**config.mk**
```make
export PLATFORM = sky130hd
export DESIGN_NAME = load_use_stall_unit
export DESIGN_NICKNAME = d
export VERILOG_FILES = /design/src/rtl/hzd_pkg.sv /design/src/rtl/hzd_src_cmp.sv /design/src/rtl/hzd_stall_gen.sv /design/src/rtl/load_use_stall_unit.sv
export SDC_FILE = /design/constraint.sdc
export NUM_CORES = 1
export LEC_CHECK = 0
export BUFFER_PORTS_ARGS = -buffer_cell sky130_fd_sc_hd__buf_4
export CAP_MARGIN = 20
export CORE_AREA = 2 2 39 41
export DETAILED_ROUTE_END_ITERATION = 8
export DIE_AREA = 0 0 41 43
export GPL_TIMING_DRIVEN = 0
export PLACE_DENSITY = 0.33
export SYNTH_ARGS = -nofsm -noshare
export SYNTH_HDL_FRONTEND = slang
export SYNTH_SLANG_ARGS = --single-unit
```
**constraint.sdc**
```tcl
create_clock -name vclk -period 1.54
set_input_delay 0.308 -clock vclk [all_inputs]
set_output_delay 0.308 -clock vclk [all_outputs]
set_load 0.02 [all_outputs]
```
**src/rtl/hzd_pkg.sv**
```systemverilog
package hzd_pkg;

    parameter int REG_AW  = 5;
    parameter int NUM_SRC = 2;

    typedef logic [REG_AW-1:0] reg_idx_t;

    typedef struct packed {
        logic pc_we;
        logic ifid_we;
        logic ctl_zero;
    } stall_ctl_t;

    localparam stall_ctl_t CTL_RUN  = '{pc_we: 1'b1, ifid_we: 1'b1, ctl_zero: 1'b0};
    localparam stall_ctl_t CTL_HOLD = '{pc_we: 1'b0, ifid_we: 1'b0, ctl_zero: 1'b1};

    // Register 0 is hard-wired and never carries a dependence.
    function automatic logic dest_is_live(reg_idx_t idx);
        return idx != '0;
    endfunction

endpackage

```
**src/rtl/hzd_src_cmp.sv**
```systemverilog
module hzd_src_cmp
    import hzd_pkg::*;
(
    input  logic     ld_valid,
    input  reg_idx_t ld_dst,
    input  reg_idx_t src,
    output logic     hit
);
    always_comb begin
        hit = ld_valid && dest_is_live(ld_dst) && (ld_dst == src);
    end
endmodule

```
**src/rtl/hzd_stall_gen.sv**
```systemverilog
module hzd_stall_gen
    import hzd_pkg::*;
#(
    parameter int N = NUM_SRC
) (
    input  logic [N-1:0] hits,
    output stall_ctl_t   ctl
);
    always_comb begin
        ctl = (|hits) ? CTL_HOLD : CTL_RUN;
    end
endmodule

```
**src/rtl/load_use_stall_unit.sv**
```systemverilog
module load_use_stall_unit
    import hzd_pkg::*;
(
    input  logic              ex_is_load,
    input  logic [REG_AW-1:0] ex_dst,
    input  logic [REG_AW-1:0] id_src_a,
    input  logic [REG_AW-1:0] id_src_b,
    output logic              pc_we,
    output logic              ifid_we,
    output logic              ctl_zero
);
    reg_idx_t           srcs [NUM_SRC];
    logic [NUM_SRC-1:0] hits;
    stall_ctl_t         ctl;

    always_comb begin
        srcs[0] = id_src_a;
        srcs[1] = id_src_b;
    end

    // One comparator per source field of the decode-stage instruction.
    for (genvar g = 0; g < NUM_SRC; g++) begin : g_cmp
        hzd_src_cmp u_cmp (
            .ld_valid (ex_is_load),
            .ld_dst   (ex_dst),
            .src      (srcs[g]),
            .hit      (hits[g])
        );
    end

    hzd_stall_gen #(.N(NUM_SRC)) u_gen (
        .hits (hits),
        .ctl  (ctl)
    );

    always_comb begin
        pc_we    = ctl.pc_we;
        ifid_we  = ctl.ifid_we;
        ctl_zero = ctl.ctl_zero;
    end

    always_comb begin
        AST_FRONT_AGREE: assert (pc_we == ifid_we);
        AST_BUBBLE_EXCLUSIVE: assert (ctl_zero != pc_we);
        AST_NO_LOAD_NO_STALL: assert (ex_is_load || !ctl_zero);
        AST_ZERO_DEST_QUIET: assert ((ex_dst != '0) || !ctl_zero);
        AST_SRC_A_STALLS: assert (!(ex_is_load && ex_dst != '0 && ex_dst == id_src_a) || ctl_zero);
        AST_SRC_B_STALLS: assert (!(ex_is_load && ex_dst != '0 && ex_dst == id_src_b) || ctl_zero);
        AST_RUN_WITHOUT_MATCH: assert ((ex_dst == id_src_a) || (ex_dst == id_src_b) || pc_we);
    end
endmodule

```
Word level (Yosys, flattened, before mapping)

Index checks and enable logic that the tools add are counted.

Register bits after elaboration: 0
Bits of input ports: 16
Output and inout bits: 3

Eq/ne operators: 2
Mux-type cells: 1
Reduce and logical (&&, ||, !) cells: 5

Operators with widths:

| kind              | count |
|---|---|
| $eq 5x5->1        | 2 |
| $reduce_bool 5->1 | 1 |
| $logic_and 1x1->1 | 3 |
| $mux 3            | 1 |
| $reduce_or 2->1   | 1 |

Longest topological paths before layout

Word-level depth: 5
Depth in mapped cells: 5

Hierarchy

From an unflattened synthesis, not the netlist that was laid out.

Cells, all modules: 23
Area total of the unflattened synthesis: 170.2 µm²

Modules (own cells, without submodules):

| module        | instances | cells an instance | area each (µm²) |
|---|---|---|---|
| hzd_src_cmp   | 2         | 10                | 76.3 |
| hzd_stall_gen | 1         | 3                 | 17.5 |

Least setup slack after synthesis

OpenSTA, ideal clock, no wires.

Kind: input -> output
From: input ex_dst[0]
To: output pc_we
Arrival: 1.492 ns
Path slack: -0.260 ns
Stages on the path: 3
Buffers on the path: 1
Cells stage by stage: or4_4 -> o211ai_1 -> buf_4

Cells in the longest elaborated chain, start to end: 5

RTL lines:

| item                            | RTL line                 | RTL |
|---|---|---|
| from (decl)                     | load_use_stall_unit.sv:5 | `input logic [REG_AW-1:0] ex_dst,` |
| $reduce_bool 5->1               | hzd_pkg.sv:19            | `return idx != '0;` |
| $logic_and 1x1->1 (2 in series) | hzd_src_cmp.sv:10        | `hit = ld_valid && dest_is_live(ld_dst) && (ld_dst == src);` |
| $reduce_or 2->1 *               | hzd_stall_gen.sv:10      | `ctl = (\|hits) ? CTL_HOLD : CTL_RUN;` |
| $mux 3 *                        | hzd_stall_gen.sv:10      |  |
| to (decl)                       | load_use_stall_unit.sv:8 | `output logic pc_we,` |

Mark *: on every way between the ends. The rest lies on a longest branch, timed or not.

Worst setup path after layout

From: input ex_dst[3]
To: output pc_we

Same word-level chain as after synthesis.

==> impl_results.md <==
- Status: finished, violations left
- Failing checks: negative setup slack
- Hold wc startpoint: ex_is_load
- Routed Antenna Nets: 0
- Pwr dens: 269 mW/mm2
- Via count: ~200
- Syn Area/Cell: roughly 8 um2
- CP max stage delay: around 0.52 ns
- Critical path endpoint category: output pin
- Slack of the critical path: -0.155 ns
- ANT cells: 0
- Hold path endpoint: ifid_we
- Crit-path max FO: 2
- Die area: between 0.0015 and 0.002 mm2
- GRT Total Usage: 5.99%
- Clk_buf instances: 0
- Final hold violation count: 0
- Final Power: between 90 and 100 uW
- Most frequent cell after synthesis: xnor2_1
- Comb power frac: 100.0%
- Worst EP required: 1.23 ns
- Drt initial violations: 1
- First-pass DRT Iterations: 2
- Design area: about 350 um2
- Cts-stage hold buffer count: 0
- Port-buffer cells: 19
- Syn Nets: 35
- RSZ-0062 raised after global routing: yes
- YS warnings: 0
- Sequential area share after synthesis: 0%
- Vias in the first global route: between 150 and 200
- Worst EP arrival: roughly 1.4 ns
- Routed vias/inst: 3.71
- Area fraction of the dominant cell type after synthesis: between 50% and 60%
- Max stage delay cell, worst path: or4_4
- Synth Area in Adders: 0%
- Die Span Y: approximately 43 um
- Commonest cells post-synth: xnor2_1, nand2_1, nand3_1
- Net Sw Power: roughly 34 uW
- Post-synthesis mux area share: 0%
- Critical Path, Cell by Cell: buf_8, or4_4, o211ai_1, buf_4, buf_6
- Core Util, Final: ~25%
- Finished Layout Cells: 55
- Setup violations, final: 3
- First-pass GRT wire length: between 800 and 900 um
- Clock network power share: 0%
- Worst Path Buf+Inv: 3
- Post-synth top area cell: xnor2_1
- Fmax: 590 MHz
- Switch share: 35.9%
- Slew headroom: between 80% and 90%
- Nets: 57
- Main combinational cell family by area after synthesis: XOR/XNOR gates
- Compound-Gate Fraction of Synth Area: 16.1%
- Startpoint types: primary input
- Family with the most delay on the worst path: simple AND/OR/NAND/NOR gates
- Area after DPL: 310 um2
- Simple-Gate Fraction of Synth Area: 19.5%
- I/O pins: 19
- Seq cells: 0
- CORE AREA: roughly 0.0014 mm2
- Grt ovf: 0
- Maximum vdd drop: between 70 and 80 uV
- Seq pwr share: 0%
- Worst slack, placed: -0.223 ns
- Post-synthesis cell type count: 8
- Layout cells sized above 1: roughly three fifths
- Post-Syn Area: ~150 um2
- Largest net degree at the start of global routing: 5
- Setup_tns: -0.318 ns
- Hold Slack: 0.955 ns
- Worst-Margin Slew: approximately 0.20 ns
- Critical path type: in -> out
- Cell Rows: 14
- Hold depth: 3
- Crit. Startpoint: ex_dst[3]
- Max Cap Viol: 0
- Pleak: 0.154 nW
- Routed wire per std cell: 8.60 um
- Max-slew violation count: 0
- # DRC: 0
- Pint: approximately 60 uW
- Die Width: roughly 41 um
- Placed Cells: 54
- Tcrit/Tclk final: 110%
- Layout area overhead: 137%
- XOR/XNOR share of the synthesized area: 59.3%
- Post-Syn Instances: 19
- Top post-synthesis cells by area: xnor2_1, or4_4, nand3_1
- Total Wirelength: between 400 and 500 um
- Initial antenna violation count: 0
- Sequential standard cell area: 0 um2
- Routability cong.: between 0.7 and 0.8
- Initial core utilization: 10.7%
- Final worst path period need: roughly 1.7 ns
- Hold WC Path Type: in -> out
- Fill count: roughly 160
-- layout make-up --
| cell class | count | area, um2 | area share, % |
|---|---|---|---|
| Multi-Input combinational cell | 18 | 154 | 43.9 |
| Tap cell | 16 | 20.0 | 5.71 |
| Buffer | 1 | 7.51 | 2.14 |
| Timing Repair Buffer | 20 | 169 | 48.2 |
-- cell usage in the layout (no fill, tap or decap), drive strengths merged --
master,n
buf,21
xnor2,10
nand3,2
nand2,2
or4,1
o22ai,1
o211a,1
o211ai,1
-- metal layers --
layer,part of all wire [%],global-route usage [%],vias to the layer above
li1,-,-,107
met1,45,10.1,80
met2,35,8.13,17
met3,20,1.05,0
met4,0,0,0
met5,0,0,-
-- cell families (layout without fill, tap and decap cells) --
logic type	Yosys count	after routing
and+or+nand+nor	5	5
xor gates and xnor gates	10	10
AOI/OAI and AO/OA	3	3
buffers and inverters	1	21
-- worst max path at each step --
| stage | endpoint | depth (start not counted) |
|---|---|---|
| global route | pc_we | 5 |
| detailed placement | pc_we | 5 |
| finish | pc_we | 5 |
| floorplan | pc_we | 3 |
| CTS | pc_we | 5 |
| global placement | pc_we | 5 |
-- what timing repair did --
| action | CTS | global route |
|---|---|---|
| endpoints found under the setup margin | 3 | 3 |
| endpoints found under the hold margin | 0 | 0 |
| buffers inserted | 1 | 0 |
| gates resized for setup | 5 | 2 |
| pin swaps | 2 | 2 |
-- power groups by stage --
stage | sequential (mW) | clock, mW | combinational, mW
floorplan | 0 | 0 | 0.0363
global placement | 0 | 0 | 0.0835
detailed placement | 0 | 0 | 0.0835
CTS | 0 | 0 | 0.0901
global route | 0 | 0 | 0.104
finish | 0 | 0 | 0.0941
No activity file was read; power rests on OpenSTA's default activity.
